## config.mk

```make
export PLATFORM = sky130hd
export DESIGN_NAME = cmq_top
export DESIGN_NICKNAME = d
export VERILOG_FILES = /design/src/rtl/cmq_pkg.sv /design/src/rtl/cmq_fifo.sv /design/src/rtl/cmq_engine.sv /design/src/rtl/cmq_top.sv
export SDC_FILE = /design/constraint.sdc
export NUM_CORES = 1
export LEC_CHECK = 0
export CORE_AREA = 5 5 245 342
export CTS_BUF_LIST = sky130_fd_sc_hd__clkbuf_2
export DETAILED_ROUTE_END_ITERATION = 12
export DIE_AREA = 0 0 250 347
export PLACE_DENSITY = 0.6
export RECOVER_POWER = 100
export SLEW_MARGIN = 20
export SYNTH_ARGS = -nofsm -noshare
export SYNTH_HDL_FRONTEND = slang
export SYNTH_SLANG_ARGS = --single-unit
```

## constraint.sdc

```tcl
create_clock -name clk -period 15.45 [get_ports clk]
set_input_delay 2.3175 -clock clk [delete_from_list [all_inputs] [get_ports clk]]
set_output_delay 2.3175 -clock clk [all_outputs]
set_load 0.005 [all_outputs]
```

## src/rtl/cmq_pkg.sv

```systemverilog
package cmq_pkg;
  localparam int unsigned REG_W  = 32;
  localparam int unsigned OFFS_W = 12;

  localparam logic [OFFS_W-1:0] OFF_PRIM  = 12'h244;
  localparam logic [OFFS_W-1:0] OFF_MODE  = 12'h248;
  localparam logic [OFFS_W-1:0] OFF_ADDR  = 12'h24C;
  localparam logic [OFFS_W-1:0] OFF_SIZE  = 12'h250;
  localparam logic [OFFS_W-1:0] OFF_MASK  = 12'h254;
  localparam logic [OFFS_W-1:0] OFF_WAY   = 12'h258;
  localparam logic [OFFS_W-1:0] OFF_SETC  = 12'h25C;
  localparam logic [OFFS_W-1:0] OFF_QSTAT = 12'h260;

  localparam logic [REG_W-1:0] PRIM_PF_FLUSH = 32'h9;

  typedef enum logic [1:0] {SC_RANGE = 2'd0, SC_ALL = 2'd1, SC_WAY = 2'd2, SC_RSVD = 2'd3} scope_e;
  typedef enum logic [1:0] {TG_DATA = 2'd0, TG_INST = 2'd1, TG_WAY = 2'd2, TG_RSVD = 2'd3} target_e;

  typedef struct packed {
    logic [3:0]       cmd;
    scope_e           scope;
    target_e          tgt;
    logic             notify;
    logic [REG_W-1:0] addr;
    logic [REG_W-1:0] size;
    logic [REG_W-1:0] way;
  } cmd_t;
endpackage

```

## src/rtl/cmq_fifo.sv

```systemverilog
module cmq_fifo #(
  parameter int unsigned W     = 8,
  parameter int unsigned DEPTH = 4,
  localparam int unsigned PW   = (DEPTH > 1) ? $clog2(DEPTH) : 1,
  localparam int unsigned CW   = $clog2(DEPTH + 1)
) (
  input  logic          clk,
  input  logic          rst_n,
  input  logic          push_i,
  input  logic          pop_i,
  input  logic [W-1:0]  din_i,
  output logic [W-1:0]  dout_o,
  output logic          empty_o,
  output logic          full_o,
  output logic [CW-1:0] count_o
);
  logic [W-1:0]  mem_q [DEPTH];
  logic [PW-1:0] wr_q, wr_d, rd_q, rd_d;
  logic [CW-1:0] cnt_q, cnt_d;
  logic          do_push, do_pop;

  function automatic logic [PW-1:0] step(input logic [PW-1:0] p);
    return (p == PW'(DEPTH - 1)) ? '0 : p + 1'b1;
  endfunction

  assign empty_o = (cnt_q == '0);
  assign full_o  = (cnt_q == CW'(DEPTH));
  assign count_o = cnt_q;
  assign dout_o  = mem_q[rd_q];
  assign do_push = push_i && !full_o;
  assign do_pop  = pop_i && !empty_o;

  always_comb begin
    wr_d  = do_push ? step(wr_q) : wr_q;
    rd_d  = do_pop  ? step(rd_q) : rd_q;
    cnt_d = cnt_q;
    if (do_push && !do_pop)      cnt_d = cnt_q + 1'b1;
    else if (do_pop && !do_push) cnt_d = cnt_q - 1'b1;
  end

  always_ff @(posedge clk or negedge rst_n) begin
    if (!rst_n) begin
      wr_q  <= '0;
      rd_q  <= '0;
      cnt_q <= '0;
    end else begin
      wr_q  <= wr_d;
      rd_q  <= rd_d;
      cnt_q <= cnt_d;
    end
  end

  always_ff @(posedge clk) begin
    if (do_push) mem_q[wr_q] <= din_i;
  end
endmodule

```

## src/rtl/cmq_engine.sv

```systemverilog
module cmq_engine #(
  parameter int unsigned W   = 8,
  parameter int unsigned LAT = 5,
  localparam int unsigned CNTW = $clog2(LAT + 1)
) (
  input  logic         clk,
  input  logic         rst_n,
  input  logic         in_valid_i,
  input  logic [W-1:0] in_data_i,
  output logic         pop_o,
  output logic         start_o,
  output logic         busy_o,
  output logic         done_o,
  output logic [W-1:0] data_o
);
  logic            busy_q, busy_d, start_q;
  logic [CNTW-1:0] cnt_q, cnt_d;
  logic [W-1:0]    data_q;

  assign pop_o   = !busy_q && in_valid_i;
  assign done_o  = busy_q && (cnt_q == '0);
  assign busy_o  = busy_q;
  assign start_o = start_q;
  assign data_o  = data_q;

  always_comb begin
    busy_d = busy_q;
    cnt_d  = cnt_q;
    if (pop_o) begin
      busy_d = 1'b1;
      cnt_d  = CNTW'(LAT);
    end else if (done_o) begin
      busy_d = 1'b0;
    end else if (busy_q) begin
      cnt_d = cnt_q - 1'b1;
    end
  end

  always_ff @(posedge clk or negedge rst_n) begin
    if (!rst_n) begin
      busy_q  <= 1'b0;
      cnt_q   <= '0;
      start_q <= 1'b0;
      data_q  <= '0;
    end else begin
      busy_q  <= busy_d;
      cnt_q   <= cnt_d;
      start_q <= pop_o;
      if (pop_o) data_q <= in_data_i;
    end
  end
endmodule

```

## src/rtl/cmq_top.sv

```systemverilog
module cmq_top
  import cmq_pkg::*;
#(
  parameter int unsigned NCPU  = 4,
  parameter int unsigned DEPTH = 4,
  parameter int unsigned LAT   = 5,
  localparam int unsigned IDW  = (NCPU > 1) ? $clog2(NCPU) : 1,
  localparam int unsigned EW   = $bits(cmd_t) + IDW,
  localparam int unsigned CW   = $clog2(DEPTH + 1)
) (
  input  logic              clk,
  input  logic              rst_n,
  input  logic              bus_valid_i,
  input  logic              bus_write_i,
  input  logic [IDW-1:0]    bus_cpu_i,
  input  logic [OFFS_W-1:0] bus_addr_i,
  input  logic [REG_W-1:0]  bus_wdata_i,
  output logic [REG_W-1:0]  bus_rdata_o,
  output logic              bus_ready_o,
  output logic              exec_start_o,
  output logic              exec_done_o,
  output logic [IDW-1:0]    exec_cpu_o,
  output logic [3:0]        exec_cmd_o,
  output logic [1:0]        exec_scope_o,
  output logic [1:0]        exec_target_o,
  output logic [REG_W-1:0]  exec_addr_o,
  output logic [REG_W-1:0]  exec_size_o,
  output logic [REG_W-1:0]  exec_way_o,
  output logic              pf_flush_o
);
  // reset: asserted asynchronously, released on the clock
  logic [1:0] rs_q;
  logic       rst_s_n;
  always_ff @(posedge clk or negedge rst_n) begin
    if (!rst_n) rs_q <= 2'b00;
    else        rs_q <= {rs_q[0], 1'b1};
  end
  assign rst_s_n = rs_q[1];

  logic [REG_W-1:0] mode_q, mode_d, addr_q, addr_d, size_q, size_d;
  logic [REG_W-1:0] mask_q, mask_d, way_q, way_d;
  logic             hold_q, hold_d, pf_q, pf_d;
  logic [IDW-1:0]   holder_q, holder_d;
  logic [NCPU-1:0]  flag_q, flag_d;

  logic             acc, wr, rd, is_holder, push;
  logic             fifo_empty, fifo_full, eng_pop, eng_busy;
  logic [CW-1:0]    fifo_cnt;
  logic [EW-1:0]    fifo_din, fifo_dout, eng_data;
  cmd_t             new_cmd, run_cmd;
  logic             exec_notify;

  assign bus_ready_o = !(bus_valid_i && !bus_write_i && (bus_addr_i == OFF_PRIM) &&
                         (eng_busy || !fifo_empty));
  assign acc       = bus_valid_i && bus_ready_o;
  assign wr        = acc && bus_write_i;
  assign rd        = acc && !bus_write_i;
  assign is_holder = hold_q && (holder_q == bus_cpu_i);

  // command assembled from the shared registers at registration close
  always_comb begin
    new_cmd.cmd    = mode_q[3:0];
    new_cmd.notify = mode_q[15];
    new_cmd.scope  = scope_e'(mode_q[18:17]);
    new_cmd.tgt    = target_e'(mode_q[22:21]);
    new_cmd.addr   = (new_cmd.scope == SC_RANGE) ? addr_q : '0;
    new_cmd.size   = (new_cmd.scope == SC_RANGE) ? size_q : '0;
    new_cmd.way    = (new_cmd.tgt == TG_WAY) ? way_q : '0;
  end
  assign fifo_din = {holder_q, new_cmd};

  // arbitration and shared register writes
  always_comb begin
    mode_d   = mode_q;
    addr_d   = addr_q;
    size_d   = size_q;
    mask_d   = mask_q;
    way_d    = way_q;
    hold_d   = hold_q;
    holder_d = holder_q;
    push     = 1'b0;
    if (wr) begin
      case (bus_addr_i)
        OFF_MODE: if (!hold_q || is_holder) begin
          mode_d   = bus_wdata_i;
          hold_d   = 1'b1;
          holder_d = bus_cpu_i;
        end
        OFF_ADDR: if (is_holder) addr_d = bus_wdata_i;
        OFF_SIZE: if (is_holder) size_d = bus_wdata_i;
        OFF_MASK: if (is_holder) mask_d = bus_wdata_i;
        OFF_WAY:  if (is_holder) way_d  = bus_wdata_i;
        default: ;
      endcase
    end
    if (rd && (bus_addr_i == OFF_SETC) && is_holder) begin
      hold_d = 1'b0;
      push   = !fifo_full;
    end
  end

  assign pf_d = wr && (bus_addr_i == OFF_PRIM) && (bus_wdata_i == PRIM_PF_FLUSH);

  // per-processor completion flags; set has priority over clear
  for (genvar i = 0; i < NCPU; i++) begin : g_flag
    always_comb begin
      flag_d[i] = flag_q[i];
      if (wr && (bus_addr_i == OFF_QSTAT) && (bus_cpu_i == IDW'(i)) && bus_wdata_i[2])
        flag_d[i] = 1'b0;
      if (exec_done_o && exec_notify && (exec_cpu_o == IDW'(i)))
        flag_d[i] = 1'b1;
    end
  end

  always_comb begin
    case (bus_addr_i)
      OFF_MODE:  bus_rdata_o = mode_q;
      OFF_ADDR:  bus_rdata_o = addr_q;
      OFF_SIZE:  bus_rdata_o = size_q;
      OFF_MASK:  bus_rdata_o = mask_q;
      OFF_WAY:   bus_rdata_o = way_q;
      OFF_SETC:  bus_rdata_o = is_holder ? (fifo_full ? 32'h2 : 32'h0) : 32'h1;
      OFF_QSTAT: bus_rdata_o = {29'd0, flag_q[bus_cpu_i], eng_busy, !fifo_empty};
      default:   bus_rdata_o = '0;
    endcase
  end

  always_ff @(posedge clk or negedge rst_s_n) begin
    if (!rst_s_n) begin
      mode_q   <= '0;
      addr_q   <= '0;
      size_q   <= '0;
      mask_q   <= '0;
      way_q    <= '0;
      hold_q   <= 1'b0;
      holder_q <= '0;
      flag_q   <= '0;
      pf_q     <= 1'b0;
    end else begin
      mode_q   <= mode_d;
      addr_q   <= addr_d;
      size_q   <= size_d;
      mask_q   <= mask_d;
      way_q    <= way_d;
      hold_q   <= hold_d;
      holder_q <= holder_d;
      flag_q   <= flag_d;
      pf_q     <= pf_d;
    end
  end
  assign pf_flush_o = pf_q;

  cmq_fifo #(.W(EW), .DEPTH(DEPTH)) u_fifo (
    .clk     (clk),
    .rst_n   (rst_s_n),
    .push_i  (push),
    .pop_i   (eng_pop),
    .din_i   (fifo_din),
    .dout_o  (fifo_dout),
    .empty_o (fifo_empty),
    .full_o  (fifo_full),
    .count_o (fifo_cnt)
  );

  cmq_engine #(.W(EW), .LAT(LAT)) u_eng (
    .clk        (clk),
    .rst_n      (rst_s_n),
    .in_valid_i (!fifo_empty),
    .in_data_i  (fifo_dout),
    .pop_o      (eng_pop),
    .start_o    (exec_start_o),
    .busy_o     (eng_busy),
    .done_o     (exec_done_o),
    .data_o     (eng_data)
  );

  assign exec_cpu_o    = eng_data[EW-1 -: IDW];
  assign run_cmd       = eng_data[$bits(cmd_t)-1:0];
  assign exec_notify   = run_cmd.notify;
  assign exec_cmd_o    = run_cmd.cmd;
  assign exec_scope_o  = run_cmd.scope;
  assign exec_target_o = run_cmd.tgt;
  assign exec_addr_o   = run_cmd.addr;
  assign exec_size_o   = run_cmd.size;
  assign exec_way_o    = run_cmd.way;
endmodule

```

**Yosys cells after proc, flatten, opt, wreduce, memory -nomap -nowiden**

Memory sizes are Yosys's and may differ from the RTL's. A register that Yosys moved wholly into a read port is not among the register bits.
Cells that the tools add are included.

- Register bits after elaboration: 182
- Latch bits: 0
- RAM bits: 428
- ROM bits: 0
- Output and inout port bits: 142
- Logic and storage cells: 143
- Memories kept: 1

- Add/sub/neg operators: 5
- $mul: 0
- Div/mod/pow operators: 0
- Order comparisons: 1
- Eq/ne operators: 21
- Shift-type cells: 0
- Muxes and demuxes: 32
- Bitwise gates (word level): 0
- Reduce and logical (&&, ||, !) cells: 64

Memories:

| memory | depth | width | read ports | clocked after Yosys merged registers in | write ports | RTL line | source |
|---|---|---|---|---|---|---|---|
| u_fifo.mem_q | 4 | 107 | 1 | 1 | 1 | cmq_fifo.sv:17 | `logic [W-1:0] mem_q [DEPTH];` |

Operator list:

| cell | count |
|---|---|
| case mux 32 bit (7 select lines) | 1 |
| == test 12 x 10 -> 1 bit (second input constant) | 8 |
| two-way mux 32 bit | 3 |
| == test 32 x 4 -> 1 bit (second input constant) | 1 |
| logical AND 1 bit | 31 |
| nonzero test 2 bit | 10 |
| two-way mux 1 bit | 18 |
| AND reduction 3 bit | 6 |
| two-way mux 3 bit | 5 |
| == test 2 bit (second input constant) | 7 |
| logical NOT 1 bit | 9 |
| two-way mux 2 bit | 4 |
| logical NOT 2 bit | 3 |
| logical NOT 3 bit | 2 |
| subtractor 3 x 1 -> 3 bit (second input constant) | 2 |
| adder 2 x 1 -> 2 bit (second input constant) | 2 |
| == test 2 x 1 -> 1 bit (second input constant) | 2 |
| adder 3 x 1 -> 3 bit (second input constant) | 1 |
| == test 3 bit (second input constant) | 1 |
| less-than comparator 2 x 3 -> 1 bit (second input constant) | 1 |
| binary-select mux 1 bit (select 2 bit) | 1 |
| == test 2 bit | 1 |
| logical OR 1 bit | 2 |
| inequality test 2 x 1 -> 1 bit (second input constant) | 1 |
| AND reduction 2 bit | 1 |

**Longest topological paths before layout**

- Word-level depth: 15
- Depth in mapped cells: 11
- Gate-level depth less buffers: 9

**By module**

From an unflattened synthesis, not the netlist that was laid out.

- Cell total of the unflattened synthesis: 1551
- Area, all modules: 28880.2 µm²

Modules (own cells, without submodules):

| module | instances | cells an instance | area each (µm²) | sequential area each (µm²) |
|---|---|---|---|---|
| cmq_fifo | 1 | 596 | 15857.7 | 13027.5 |
| cmq_top | 1 | 706 | 8739.6 | 4254.1 |
| cmq_engine | 1 | 249 | 4282.9 | 2802.7 |

**Least setup slack after synthesis**

OpenSTA, ideal clock, no wires.

- Path kind: input to register
- Start point: in bus_addr_i[8]
- End point: mem u_fifo.mem_q[0][0] (netlist bit) (enable)
- Setup time: 478 ps
- Data arrival time: 5905 ps
- Required time: 14972 ps
- Slack: 9066 ps
- Cell stages on the path: 5
- Cells stage by stage: and4bb_2 > nand2_1 > buf_2 > nor4_4 > and2_1

- Word-level cells in the longest chain between the ends: 12
- Elaborated cells between the ends (all ways): 13
- Classes of those cells: 2 x eq/ne; 3 x mux; 8 x reduce/logical

RTL lines:

| element | RTL line | source |
|---|---|---|
| from (decl) | cmq_top.sv:16 | `input logic [OFFS_W-1:0] bus_addr_i,` |
| == test 12 x 10 -> 1 bit | cmq_top.sv:53 | `assign bus_ready_o = !(bus_valid_i && !bus_write_i && (bus_addr_i == OFF_PRIM) &&` |
| logical AND 1 bit (2 in a row) | cmq_top.sv:53 |  |
| logical NOT 1 bit | cmq_top.sv:53 |  |
| logical AND 1 bit | cmq_top.sv:55 | `assign acc = bus_valid_i && bus_ready_o;` |
| logical AND 1 bit | cmq_top.sv:57 | `assign rd = acc && !bus_write_i;` |
| logical AND 1 bit (*) (2 in a row) | cmq_top.sv:96 | `if (rd && (bus_addr_i == OFF_SETC) && is_holder) begin` |
| two-way mux 1 bit (*) | cmq_top.sv:96 |  |
| logical AND 1 bit (*) | cmq_fifo.sv:30 | `assign do_push = push_i && !full_o;` |
| net u_fifo.do_push | cmq_fifo.sv:20 | `logic do_push, do_pop;` |
| two-way mux 1 bit (*) | cmq_fifo.sv:54 | `if (do_push) mem_q[wr_q] <= din_i;` |
| two-way mux 1 bit (implied by the code) (*) | cmq_fifo.sv:54 |  |
| to (decl) | cmq_fifo.sv:17 |  |

Mark *: on every way through the listed nets, which the timed path passes. The rest lies on a longest branch.

**Worst setup path after layout**

- Start point: in bus_addr_i[4]
- End point: mem u_fifo.mem_q[2][101] (netlist bit) (enable)

Same word-level chain as after synthesis.

==> summary.txt <==
Number of buffers inserted to repair setup after CTS - 0
Routed Antenna Nets - 0
Root Buffer Master - sky130_fd_sc_hd__clkbuf_2
Gate count of the mapped netlist - 1865
Worst voltage drop across the vdd grid - 0.0589 mV
Syn Area/Cell - 15.8 um^2
Share of power burned in combinational logic - 10.9%
Failing checks - capacitance limit, slew limit
Number of buffers added to fix hold violations after cts - 0
Switching part of the total - 26.6%
Clock sink count - 717
Time the worst path needs with I/O delays and setup - 11340 ps
Portion of total power attributed to sequential cells - 56.1%
Largest area contributor in the netlist - sky130_fd_sc_hd__edfxtp_1
Area of the mapped netlist - 0.0294 mm^2
P per Cell Area - 116 mW/mm^2
Wire length of the first global-routing pass - 117000 um
Number of DRC violations after detailed-routing iteration 0 - 877
Remaining global-route overflow - 0
Cells taking the most area after synthesis - sky130_fd_sc_hd__edfxtp_1 44%, sky130_fd_sc_hd__dfrtp_1 25%, sky130_fd_sc_hd__mux4_2 8.3%
Setup repair after global routing missed its margin - no
Drc violations - 0
Port Buf Inserts - 191
Core region area - 0.0802 mm^2
Clock H-tree levels - 4
FF+latch count, synth - 717
Post-detailed-routing wire length - 77800 um
Final Hold Violating Endpoints - 0
Count of nets after finishing - 2113
Length of the first detailed-routing pass in iterations - 5
DPL Wire Length - 50900 um
WL/cell - 23.8 um
Pin count of the biggest net entering global routing - 77
Gpl congestion - 0.868
Number of violations of the max-capacitance limit - 22
Final setup violation count - 0
Ys Warns - 0
Clock Power Share - 33.0%
Commonest cells after routing, fill and taps aside - 428 x sky130_fd_sc_hd__edfxtp_1, 333 x sky130_fd_sc_hd__nand2_1, 287 x sky130_fd_sc_hd__dfrtp_1, 255 x sky130_fd_sc_hd__clkbuf_2, 163 x sky130_fd_sc_hd__mux2_2
Area added between synthesis and finish - 13.1%
Slew at the pin with the worst max-slew slack - 4490 ps
Commonest non-fill, non-tap cell in the layout - sky130_fd_sc_hd__edfxtp_1
Vias in the first global route - 17800
Worst relative slew slack - -199%
Total CTS buffers - 167
Latest clock arrival within the worst-skew pair - 1290 ps
Total routing usage reported by global routing - 17.9%
Number of antenna violations at the first check in global routing - 5
Max Freq - 0.0882 GHz
Count of final max-slew check failures - 981
Clock Pin Slew Worst Setup and Hold Paths - 110 ps
Unique cell type count in the Yosys netlist - 62
Via density per instance - 5.11
Min-Delay Path Class - reg -> reg
Status - finished, violations left
Number of flops mapped to enable cells by yosys - 428
DIE WIDTH - 250 um
Total internal power - 2840 uW
Critical Path RT - 16250 ps
Die outline height - 347 um
Most common flop cell mapped by yosys - sky130_fd_sc_hd__edfxtp_1
Die footprint - 0.0868 mm^2
Layout cell share with drive strength beyond 1 - 26.4%
Launching element type of the critical path - input pin
Period Utilization, post-route - 73.4%
Total number of vias - 16700
Maximum root-to-sink buffer count - 3
Largest driver fanout on the critical path - 55
Largest clock skew in the final design - 86.9 ps
Sum of negative setup slack - 0 ps
Asr flop ratio synth - 40.3%
I/O pin total - 192
Type of the setup path with the least slack - in -> reg
Number of gates resized after CTS - 0
Static leakage - 0.0137 uW
Crit path capture type - register
Starting density of the core - 36.7%
Total net switching power - 1030 uW
Synth Net Count - 1924
Standard-cell rows - 123
Worst EP arrival - 12140 ps
Share of the synthesized area in the top cell type - 43.7%
Finished Core Util - 41.5%
Clock tree from TritonCTS - done
Portion of the post-synthesis area used by sequential elements - 68.3%
[per-layer routing]
| metal | vias to the layer above | routed length, um | global-route usage (%) |
|---|---|---|---|
| met5 | - | 13 | 0 |
| met2 | 556 | 40100 | 30.7 |
| met3 | 127 | 4020 | 4.44 |
| met1 | 8669 | 31600 | 22.2 |
| li1 | 7304 | - | - |
| met4 | 2 | 2090 | 6.09 |
[through the flow]
step	worst slack, ps	total power (uW)	hold slack (ps)	instance area, um^2	cells
after floorplan	6800	2510	331	29400	1865
after global placement	7510	2680	249	31700	2946
after detailed placement	7370	2690	253	31700	2947
after CTS	7360	3980	244	33400	3259
after global routing	3610	4090	462	33300	3260
final	4110	3870	417	33300	3263
[flip-flops by register name (all words and copies together) (netlist names)]
register,flops
hold_q,1
u_fifo.mem_q,428
addr_q,32
flag_q,4
u_fifo.wr_q,2
way_q,32
pf_flush_o,1
u_eng.start_o,1
size_q,32
u_eng.data_o,107
mask_q,32
u_eng.busy_o,1
u_eng.cnt_q,3
holder_q,2
rs_q,2
u_fifo.rd_q,2
mode_q,32
u_fifo.count_o,3
[critical path, stage by stage]
cell	delay, ps
sky130_fd_sc_hd__dlygate4sd3_1	520
sky130_fd_sc_hd__clkbuf_1	1500
sky130_fd_sc_hd__nand2b_1	330
sky130_fd_sc_hd__nor4_1	1380
sky130_fd_sc_hd__and2_0	3240
sky130_fd_sc_hd__clkbuf_1	2710
[final timing paths]
check,start,end,slack [ps],cells past startpoint
setup / recovery,bus_addr_i[4],u_fifo.mem_q[2][101],4110,6
hold / removal,rs_q[0],rs_q[1],420,0
setup reg to reg,holder_q[0],u_fifo.mem_q[2][101],6520,5
hold reg to reg,rs_q[0],rs_q[1],420,0
max in group asynchronous,rs_q[1],u_fifo.rd_q[0],8300,3
min in group asynchronous,rs_q[1],mask_q[1],430,0
[synthesized netlist by cell type (10+ instances only)]
| library cell | number |
|---|---|
| sky130_fd_sc_hd__mux4_2 | 108 |
| sky130_fd_sc_hd__buf_2 | 18 |
| sky130_fd_sc_hd__edfxtp_1 | 428 |
| sky130_fd_sc_hd__o2bb2ai_1 | 15 |
| sky130_fd_sc_hd__nor4_1 | 10 |
| sky130_fd_sc_hd__clkbuf_1 | 58 |
| sky130_fd_sc_hd__a22oi_1 | 18 |
| sky130_fd_sc_hd__nand3_1 | 11 |
| sky130_fd_sc_hd__nor3_1 | 10 |
| sky130_fd_sc_hd__mux2i_1 | 20 |
| sky130_fd_sc_hd__nor2_1 | 12 |
| sky130_fd_sc_hd__and2_1 | 101 |
| sky130_fd_sc_hd__nand2_1 | 333 |
| sky130_fd_sc_hd__mux2_2 | 163 |
| sky130_fd_sc_hd__nand4_1 | 10 |
| sky130_fd_sc_hd__a221o_1 | 16 |
| sky130_fd_sc_hd__o21ai_0 | 19 |
| sky130_fd_sc_hd__dfrtp_1 | 289 |
| sky130_fd_sc_hd__buf_4 | 119 |
[cells by family after synthesis]
group | count (synthesis) | share of synthesized area [%]
AOI/OAI and AO/OA | 100 | 2.70
muxes | 300 | 15.5
DFF | 717 | 68.3
and+or+nand+nor | 524 | 8.58
xor gates and xnor gates | 6 | 0.179
other | 1 | 0.0127
adders and majority gates | 9 | 0.408
buffers and inverters | 208 | 4.33
[area by class of cell]
class	instances	area, um^2
sequential	717	20100
timing repair buffer	221	2110
clock buffer	255	1280
fill	7374	46900
tap	1062	1330
antenna	4	10.0
multi-input combinational	940	8040
clock inverter	57	379
inverter	7	27.5
[power groups by stage]
stage / clock network, uW / logic (uW) / registers [uW]
finish: 1280 / 422 / 2170
global route: 1440 / 468 / 2190
CTS: 1340 / 469 / 2180
detailed placement: 0 / 467 / 2220
global placement: 0 / 459 / 2220
floorplan: 0 / 333 / 2180
Note: power is estimated with default switching activity, not from simulation.
